## src/rtl/i2c_sel_pkg.sv

```systemverilog
package i2c_sel_pkg;
  localparam int BYTE_W = 8;
  localparam int CNT_W  = $clog2(BYTE_W + 1);

  typedef enum logic [1:0] {
    TGT_NONE  = 2'b00,
    TGT_ARRAY = 2'b01,
    TGT_PROT  = 2'b10
  } target_e;

  typedef enum logic [2:0] {
    ST_IDLE,
    ST_RX,
    ST_ACK,
    ST_TX,
    ST_RACK
  } phase_e;

  // bus events seen by the control, one cycle each
  typedef struct packed {
    logic sclRise;
    logic sclFall;
    logic startEv;
    logic stopEv;
    logic sdaBit;
  } busEv_t;

  // strobes from control to datapath
  typedef struct packed {
    logic clrCnt;
    logic shiftIn;
    logic loadTx;
    logic shiftTx;
  } dpCtl_t;
endpackage

```

## src/rtl/i2c_sel_datapath.sv

```systemverilog
module i2c_sel_datapath
  import i2c_sel_pkg::*;
#(
  parameter int SYNC_STAGES = 2
) (
  input  logic              clk,
  input  logic              rstN,
  input  logic              sclIn,
  input  logic              sdaIn,
  input  dpCtl_t            ctl,
  input  logic [BYTE_W-1:0] rdData,
  output busEv_t            ev,
  output logic              sclLvl,
  output logic [BYTE_W-1:0] rxShift,
  output logic [CNT_W-1:0]  bitCnt,
  output logic              txMsb
);
  logic [SYNC_STAGES-1:0] sclPipe;
  logic [SYNC_STAGES-1:0] sdaPipe;
  logic sclQ;
  logic sdaQ;
  logic sclS;
  logic sdaS;
  logic [BYTE_W-1:0] txShift;

  always_ff @(posedge clk or negedge rstN) begin
    if (!rstN) begin
      sclPipe <= '1;
      sdaPipe <= '1;
      sclQ    <= 1'b1;
      sdaQ    <= 1'b1;
    end else begin
      sclPipe <= {sclPipe[SYNC_STAGES-2:0], sclIn};
      sdaPipe <= {sdaPipe[SYNC_STAGES-2:0], sdaIn};
      sclQ    <= sclS;
      sdaQ    <= sdaS;
    end
  end

  assign sclS = sclPipe[SYNC_STAGES-1];
  assign sdaS = sdaPipe[SYNC_STAGES-1];
  assign sclLvl = sclS;

  always_comb begin
    ev.sclRise = sclS & ~sclQ;
    ev.sclFall = ~sclS & sclQ;
    ev.startEv = sclS & sclQ & sdaQ & ~sdaS;
    ev.stopEv  = sclS & sclQ & ~sdaQ & sdaS;
    ev.sdaBit  = sdaS;
  end

  always_ff @(posedge clk or negedge rstN) begin
    if (!rstN) begin
      rxShift <= '0;
      txShift <= '1;
      bitCnt  <= '0;
    end else begin
      if (ctl.shiftIn)
        rxShift <= {rxShift[BYTE_W-2:0], sdaS};
      if (ctl.loadTx)
        txShift <= rdData;
      else if (ctl.shiftTx)
        txShift <= {txShift[BYTE_W-2:0], 1'b1};
      if (ctl.clrCnt)
        bitCnt <= '0;
      else if (ctl.shiftIn || ctl.shiftTx)
        bitCnt <= bitCnt + 1'b1;
    end
  end

  assign txMsb = txShift[BYTE_W-1];
endmodule

```

## src/rtl/i2c_sel_decode.sv

```systemverilog
module i2c_sel_decode
  import i2c_sel_pkg::*;
#(
  parameter logic [3:0] ARRAY_ID = 4'b1010,
  parameter logic [3:0] PROT_ID  = 4'b0110
) (
  input  logic [BYTE_W-1:0] selByte,
  input  logic [2:0]        chipEn,
  input  logic              protEnable,
  output logic              hit,
  output target_e           target
);
  logic addrOk;

  assign addrOk = (selByte[3:1] == chipEn);

  always_comb begin
    target = TGT_NONE;
    if (addrOk && selByte[7:4] == ARRAY_ID)
      target = TGT_ARRAY;
    else if (addrOk && protEnable && selByte[7:4] == PROT_ID)
      target = TGT_PROT;
  end

  assign hit = (target != TGT_NONE);
endmodule

```

## src/rtl/i2c_sel_control.sv

```systemverilog
module i2c_sel_control
  import i2c_sel_pkg::*;
(
  input  logic              clk,
  input  logic              rstN,
  input  busEv_t            ev,
  input  logic              busy,
  input  logic              ackEnable,
  input  logic [CNT_W-1:0]  bitCnt,
  input  logic              rwIn,
  input  logic              selHit,
  input  target_e           selTgt,
  input  logic              txMsb,
  output dpCtl_t            ctl,
  output logic              sdaOe,
  output logic              selActive,
  output target_e           selTarget,
  output logic              rwBit,
  output logic              rxStrobe,
  output logic              rdLoad,
  output logic              writeTrig
);
  localparam logic [CNT_W-1:0] FULL_CNT = CNT_W'(BYTE_W);
  localparam logic [CNT_W-1:0] LAST_TX  = CNT_W'(BYTE_W - 1);

  phase_e  state, stateN;
  logic    isSel, isSelN;
  logic    ackDrv, ackDrvN;
  logic    afterAck, afterN;
  logic    rwQ, rwN;
  logic    selQ, selN;
  target_e tgtQ, tgtN;
  logic    nackQ, nackN;

  always_comb begin
    stateN    = state;
    isSelN    = isSel;
    ackDrvN   = ackDrv;
    afterN    = afterAck;
    rwN       = rwQ;
    selN      = selQ;
    tgtN      = tgtQ;
    nackN     = nackQ;
    ctl       = '0;
    rxStrobe  = 1'b0;
    writeTrig = 1'b0;
    if (busy) begin
      stateN  = ST_IDLE;
      selN    = 1'b0;
      afterN  = 1'b0;
      ackDrvN = 1'b0;
      tgtN    = TGT_NONE;
    end else if (ev.startEv) begin
      stateN     = ST_RX;
      ctl.clrCnt = 1'b1;
      isSelN     = 1'b1;
      selN       = 1'b0;
      afterN     = 1'b0;
      ackDrvN    = 1'b0;
      tgtN       = TGT_NONE;
    end else if (ev.stopEv) begin
      writeTrig = afterAck;
      stateN    = ST_IDLE;
      selN      = 1'b0;
      afterN    = 1'b0;
      ackDrvN   = 1'b0;
      tgtN      = TGT_NONE;
    end else begin
      unique case (state)
        ST_RX: begin
          if (ev.sclRise && bitCnt != FULL_CNT)
            ctl.shiftIn = 1'b1;
          if (ev.sclFall) begin
            afterN = 1'b0;
            if (bitCnt == FULL_CNT) begin
              if (isSel) begin
                if (selHit) begin
                  stateN  = ST_ACK;
                  ackDrvN = 1'b1;
                  selN    = 1'b1;
                  tgtN    = selTgt;
                  rwN     = rwIn;
                end else begin
                  stateN = ST_IDLE;
                end
              end else begin
                rxStrobe = 1'b1;
                stateN   = ST_ACK;
                ackDrvN  = ackEnable;
              end
            end
          end
        end
        ST_ACK: begin
          if (ev.sclFall) begin
            ctl.clrCnt = 1'b1;
            ackDrvN    = 1'b0;
            if (isSel && rwQ) begin
              stateN     = ST_TX;
              ctl.loadTx = 1'b1;
            end else if (isSel) begin
              stateN = ST_RX;
              isSelN = 1'b0;
            end else if (ackDrv) begin
              stateN = ST_RX;
              afterN = 1'b1;
            end else begin
              stateN = ST_IDLE;
              selN   = 1'b0;
              tgtN   = TGT_NONE;
            end
          end
        end
        ST_TX: begin
          if (ev.sclFall) begin
            if (bitCnt == LAST_TX)
              stateN = ST_RACK;
            else
              ctl.shiftTx = 1'b1;
          end
        end
        ST_RACK: begin
          if (ev.sclRise)
            nackN = ev.sdaBit;
          if (ev.sclFall) begin
            if (nackQ) begin
              stateN = ST_IDLE;
              selN   = 1'b0;
              tgtN   = TGT_NONE;
            end else begin
              stateN     = ST_TX;
              ctl.clrCnt = 1'b1;
              ctl.loadTx = 1'b1;
            end
          end
        end
        default: ;
      endcase
    end
  end

  always_ff @(posedge clk or negedge rstN) begin
    if (!rstN) begin
      state    <= ST_IDLE;
      isSel    <= 1'b0;
      ackDrv   <= 1'b0;
      afterAck <= 1'b0;
      rwQ      <= 1'b0;
      selQ     <= 1'b0;
      tgtQ     <= TGT_NONE;
      nackQ    <= 1'b0;
    end else begin
      state    <= stateN;
      isSel    <= isSelN;
      ackDrv   <= ackDrvN;
      afterAck <= afterN;
      rwQ      <= rwN;
      selQ     <= selN;
      tgtQ     <= tgtN;
      nackQ    <= nackN;
    end
  end

  assign sdaOe     = (state == ST_ACK && ackDrv) || (state == ST_TX && !txMsb);
  assign selActive = selQ;
  assign selTarget = tgtQ;
  assign rwBit     = rwQ;
  assign rdLoad    = ctl.loadTx;
endmodule

```

## src/rtl/i2c_sel_front.sv

```systemverilog
module i2c_sel_front
  import i2c_sel_pkg::*;
#(
  parameter int         SYNC_STAGES = 2,
  parameter logic [3:0] ARRAY_ID    = 4'b1010,
  parameter logic [3:0] PROT_ID     = 4'b0110
) (
  input  logic       clk,
  input  logic       rstN,
  input  logic       sclIn,
  input  logic       sdaIn,
  output logic       sdaOe,
  input  logic [2:0] chipEn,
  input  logic       protEnable,
  input  logic       ackEnable,
  input  logic       busy,
  input  logic [7:0] rdData,
  output logic       rdLoad,
  output logic       selActive,
  output logic [1:0] selTarget,
  output logic       rwBit,
  output logic [7:0] rxByte,
  output logic       rxStrobe,
  output logic       writeTrig
);
  busEv_t            ev;
  dpCtl_t            ctl;
  logic              sclLvl;
  logic [BYTE_W-1:0] rxShift;
  logic [CNT_W-1:0]  bitCnt;
  logic              txMsb;
  logic              selHit;
  target_e           decTgt;
  target_e           tgtOut;

  i2c_sel_datapath #(.SYNC_STAGES(SYNC_STAGES)) u_dp (
    .clk(clk), .rstN(rstN), .sclIn(sclIn), .sdaIn(sdaIn), .ctl(ctl),
    .rdData(rdData), .ev(ev), .sclLvl(sclLvl), .rxShift(rxShift),
    .bitCnt(bitCnt), .txMsb(txMsb)
  );

  i2c_sel_decode #(.ARRAY_ID(ARRAY_ID), .PROT_ID(PROT_ID)) u_dec (
    .selByte(rxShift), .chipEn(chipEn), .protEnable(protEnable),
    .hit(selHit), .target(decTgt)
  );

  i2c_sel_control u_ctl (
    .clk(clk), .rstN(rstN), .ev(ev), .busy(busy), .ackEnable(ackEnable),
    .bitCnt(bitCnt), .rwIn(rxShift[0]), .selHit(selHit), .selTgt(decTgt),
    .txMsb(txMsb), .ctl(ctl), .sdaOe(sdaOe), .selActive(selActive),
    .selTarget(tgtOut), .rwBit(rwBit), .rxStrobe(rxStrobe),
    .rdLoad(rdLoad), .writeTrig(writeTrig)
  );

  assign selTarget = tgtOut;
  assign rxByte    = rxShift;
endmodule

```

## config.mk

```make
export PLATFORM = sky130hd
export DESIGN_NAME = i2c_sel_front
export DESIGN_NICKNAME = d
export VERILOG_FILES = /design/src/rtl/i2c_sel_pkg.sv /design/src/rtl/i2c_sel_datapath.sv /design/src/rtl/i2c_sel_decode.sv /design/src/rtl/i2c_sel_control.sv /design/src/rtl/i2c_sel_front.sv
export SDC_FILE = /design/constraint.sdc
export NUM_CORES = 1
export LEC_CHECK = 0
export ABC_AREA = 1
export CAP_MARGIN = 5
export CORE_ASPECT_RATIO = 0.8
export CORE_MARGIN = 3
export CORE_UTILIZATION = 26
export CTS_CLUSTER_SIZE = 25
export DETAILED_ROUTE_END_ITERATION = 10
export SETUP_SLACK_MARGIN = 0.3
export SLEW_MARGIN = 20
export SYNTH_ARGS = -nofsm -noshare
export SYNTH_HDL_FRONTEND = slang
export SYNTH_HIERARCHICAL = 1
export SYNTH_SLANG_ARGS = --single-unit
```

## constraint.sdc

```tcl
create_clock -name clk -period 4.62 [get_ports clk]
set_input_delay 1.155 -clock clk [delete_from_list [all_inputs] [get_ports clk]]
set_output_delay 1.155 -clock clk [all_outputs]
set_load 0.05 [all_outputs]
```

Word level (Yosys, flattened, before mapping)
Index checks and enable logic that the tools add are counted.
{"block": "word_totals", "output_inout_bits": 16, "inputBits": 18, "word_cells": 178, "regBits": 37}
{"block": "op_classes", "n_eq_ne": 26, "muxes": 97, "n_addsub": 1, "bitwise_logic": 14, "n_reduce_logical": 25}
{"operator": "2-to-1 mux 1 bit", "n": 55}
{"operator": "inequality test 5 bit (second input constant)", "n": 8}
{"operator": "2-to-1 mux 2 bit", "n": 18}
{"operator": "2-to-1 mux 3 bit", "n": 11}
{"operator": "inequality test 5 x 4 -> 1 bit (second input constant)", "n": 5}
{"operator": "2-to-1 mux 4 bit", "n": 4}
{"operator": "2-to-1 mux 8 bit", "n": 2}
{"operator": "AND reduction 5 bit", "n": 3}
{"operator": "case mux 3 bit (4 select lines)", "n": 1}
{"operator": "AND reduction 11 bit", "n": 1}
{"operator": "nonzero test 2 bit", "n": 5}
{"operator": "equality test 4 x 3 -> 1 bit (second input constant)", "n": 2}
{"operator": "equality test 4 bit (second input constant)", "n": 2}
{"operator": "case mux 1 bit (2 select lines)", "n": 4}
{"operator": "AND reduction 8 bit", "n": 1}
{"operator": "bitwise AND 1 bit", "n": 7}
{"operator": "logical AND 1 bit", "n": 7}
{"operator": "inverter 1 bit", "n": 7}
{"operator": "AND reduction 7 bit", "n": 1}
{"operator": "nonzero test 7 bit", "n": 1}
{"operator": "equality test 3 x 2 -> 1 bit (second input constant)", "n": 2}
{"operator": "inequality test 6 bit (second input constant)", "n": 1}
{"operator": "case mux 2 bit (3 select lines)", "n": 1}
{"operator": "AND reduction 6 bit", "n": 1}
{"operator": "12 further kinds", "n": 13}

Logic depth before layout (Yosys ltp)
{"block": "depth", "ltp_word": 14, "ltp_mapped": 15, "mapped_depth_nobuf": 15}

Hierarchy
The synthesis kept the hierarchy.
{"module": "i2c_sel_datapath", "area_each_um2": 1076.0, "seq_area_each_um2": 668.1, "cells_per_inst": 107, "instances": 1}
{"module": "i2c_sel_control", "area_each_um2": 925.9, "seq_area_each_um2": 275.3, "cells_per_inst": 153, "instances": 1}
{"module": "i2c_sel_decode", "area_each_um2": 105.1, "seq_area_each_um2": 0.0, "cells_per_inst": 25, "instances": 1}

Least setup slack after synthesis
No wires, ideal clock.
{"block": "synth_timing", "path_kind": "input to output", "from": "input port busy", "to": "output port rxStrobe", "slack_ps": 472, "path_buffers": 0, "path_stages": 3, "required_ps": 3465, "t_arrival_ps": 2993, "cell_sequence": "nor2_1 > nand2_1 > nor4_1"}
{"block": "synth_between", "elab_chain_len": 1}
{"item": "start: declaration", "line_no": "i2c_sel_front.sv:16", "text": "input logic busy,"}
{"item": "2-to-1 mux 1 bit", "line_no": "i2c_sel_control.sv:47", "text": "if (busy) begin"}
{"item": "end: declaration", "line_no": "i2c_sel_front.sv:23", "text": "output logic rxStrobe,"}
Every way passes these cells.

Worst setup path after layout
Same ends and word-level chain as after synthesis.

==> results.json <==
{
  "grt_use_met1": 0.157,
  "setup_slack_ns": 0.767,
  "grt_pass1_wl_microns": 8190,
  "cts_htree_levels": 2,
  "whs_endpoint": "u_dp/sdaPipe[1]$_DFF_PN1_",
  "combPwrFrac": 0.346,
  "via_per_inst": 4.34,
  "avgSynthCellArea_sq_um": 7.39,
  "grt_pass1_vias": 1688,
  "ys_seq_elements": 37,
  "grtUsageMet3": 0.0290,
  "holdPathStages": 0,
  "hp-start": "u_dp/sdaPipe[0]$_DFF_PN1_",
  "cts.clk_slew.worst_paths_ns": 0.07,
  "total_power_uw": 1090,
  "cp-end-kind": "primary output",
  "final_nets": 341,
  "dpl.hpwl_microns": 3670,
  "start_kind": "input pin",
  "finalHoldViolCount": 0,
  "wl_per_cell_microns": 11.3,
  "cp_top_family": "simple AND/OR/NAND/NOR gates",
  "skew_ns": 0.00771,
  "sequentialPowerShare": 0.393,
  "rrSetupSlack_ns": 2.18,
  "outcome": "completed",
  "antenna_found_initial": 0,
  "max_stage_delay_ns": 0.48,
  "p_switching_uw": 428,
  "critical_path_required_ns": 3.46,
  "cp.arrival_ns": 2.70,
  "rows": 28,
  "sw_frac_of_total": 0.391,
  "firstDrtPassIters": 4,
  "slew_violations": 0,
  "vias": 1858,
  "cellPowerDensity_mw_per_mm2": 411,
  "synth_area_sq_mm": 0.00211,
  "cts_root_buf": "clkbuf_8",
  "period_share": 0.834,
  "clockBufferDepth": 2,
  "cts_tree": "built",
  "start_util": 0.276,
  "fin_util": 0.348,
  "drc": 0,
  "synth_cell_type_count": 28,
  "r2r_start": "u_dp/sclPipe[1]$_DFF_PN1_",
  "timing_worst_setup_path_type": "input pin to primary output",
  "diodes": 0,
  "clk_latency_ns": 0.29,
  "grt_max_degree": 38,
  "gp_congestion": 0.856,
  "synth_seq_area_share": 0.448,
  "dieHeight_microns": 86.5,
  "yosysWarnings": 6,
  "slowest_stage": "clkdlybuf4s50_1",
  "core_sq_mm": 0.00764,
  "regToRegEndpoint": "u_dp/bitCnt[2]$_DFFE_PN0P_",
  "area_delta_synth_final_pct": 26.1,
  "drive_above_1_share": 0.149,
  "cts_resized": 0,
  "grt_use_met2": 0.166,
  "power.internal_uw": 665,
  "ant_nets": 0,
  "track_usage": 0.110,
  "min_period_ns": 3.85,
  "cts_hold_buf": 0,
  "cts_sinks": 37,
  "netlist_instances": 285,
  "final_cell_mix": "nand2_1 (82), inv_1 (41), nor2_1 (34)",
  "hold_class": "flip-flop to flip-flop",
  "die_x_microns": 107,
  "path_depth": 5,
  "io_buffers": 33,
  "postCtsSetupBuffers": 0,
  "numCtsBuffers": 5,
  "p_leak_uw": 0.00133,
  "synth_fp_nets": 304,
  "rsz0062_at_grt": "false",
  "tns_ns": 0,
  "cp_max_fo": 8,
  "dp_slack_ns": 0.778,
  "final_common_cell": "nand2_1",
  "cp_num_buf_inv": 2,
  "busiest_layer": "met2",
  "overflow": 0,
  "fmax_ghz": 0.260,
  "wl_microns": 4830,
  "maxCapViolCount": 0,
  "dieArea_sq_mm": 0.00923,
  "ir_worst_vdd_mv": 0.140,
  "fin_hold_ws_ns": 0.357,
  "drt_first_iter_violations": 97,
  "max_slew.worst_pin.slew_ns": 0.825,
  "setup_violations": 0,
  "clkPwrFrac": 0.260,
  "worstPathCellList": "clkdlybuf4s50_1 -> nor2_1 -> nand2_1 -> nor4_1 -> buf_4",
  "io_pins": 34,
  "max-slew-margin-rel": 0.450,
  "r2r_cells": 10
}
registers in the layout (all words and copies together), names as in the netlist, 2 cells and up:
register         count
u_dp/rxShift         8
u_dp/sdaPipe         2
u_dp/sclPipe         2
u_dp/bitCnt          4
u_ctl/state          3
u_dp/txShift         8
u_ctl/selTarget      2
stage by stage:
step           area [sq um]  cells
4_1_cts                2660    428
2_1_floorplan          2110    285
3_3_place_gp           2540    420
6_report               2660    428
3_5_place_dp           2540    420
5_1_grt                2660    428
layer usage:
| layer | wire length, microns | up-vias |
|---|---|---|
| met4 | 38 | 0 |
| met2 | 2080 | 47 |
| met5 | 0 | - |
| met3 | 312 | 6 |
| met1 | 2400 | 837 |
| li1 | - | 968 |
synthesized netlist by cell type:
cell type  instances  area [sq um]
inv_2              5          18.8
nor2_4             6          67.6
nand2_1           82           308
o211a_1            1          10.0
and3_1             1          6.26
nor3_1             4          20.0
dfrtp_1           23           576
inv_1             41           154
o21bai_2           1          11.3
nor4_1             2          12.5
nor2_2             4          25.0
nand3_1           22           110
xnor2_1            1          8.76
dfstp_2           14           368
o31ai_1            1          7.51
nand2_2            3          18.8
nor2_1            34           128
a22oi_1            3          22.5
ha_1               1          12.5
o21ai_1            7          35.0
mux2_2             2          22.5
buf_4              3          22.5
a21oi_1            8          40.0
buf_6              1          11.3
nand4_1            3          18.8
o21a_1             1          7.51
nand3_2            2          20.0
o21ai_0            9          45.0
kinds of logic after synthesis:
group / synth area share
xor gates and xnor gates: 0.00416
adders and majority gates: 0.00594
and+or+nand+nor: 0.349
DFF: 0.448
muxes: 0.0107
AOI/OAI and AO/OA: 0.0849
buffers and inverters: 0.0980
layout make-up:
cell class | instances | area (sq um)
fill | 833 | 4980
multi-input combinational | 198 | 957
sequential | 37 | 943
timing repair buffer | 34 | 340
inverter | 46 | 173
tap | 105 | 131
clock buffer | 6 | 72.6
clock inverter | 2 | 38.8
how the worst max path moves through the flow:
stage	from	to	slack [ns]
after CTS	busy	rxStrobe	0.78
after floorplan	busy	rxStrobe	0.47
final	busy	rxStrobe	0.77
after detailed placement	busy	rxStrobe	0.78
after global placement	busy	rxStrobe	0.80
after global routing	busy	rxStrobe	0.65
power groups by stage:
| stage | logic (uW) | clock network (uW) | registers [uW] |
|---|---|---|---|
| finish | 378 | 284 | 430 |
| detailed placement | 380 | 0 | 436 |
| floorplan | 179 | 0 | 513 |
| global route | 415 | 310 | 438 |
| global placement | 376 | 0 | 435 |
| CTS | 381 | 294 | 431 |
Note: power is estimated with default switching activity, not from simulation.
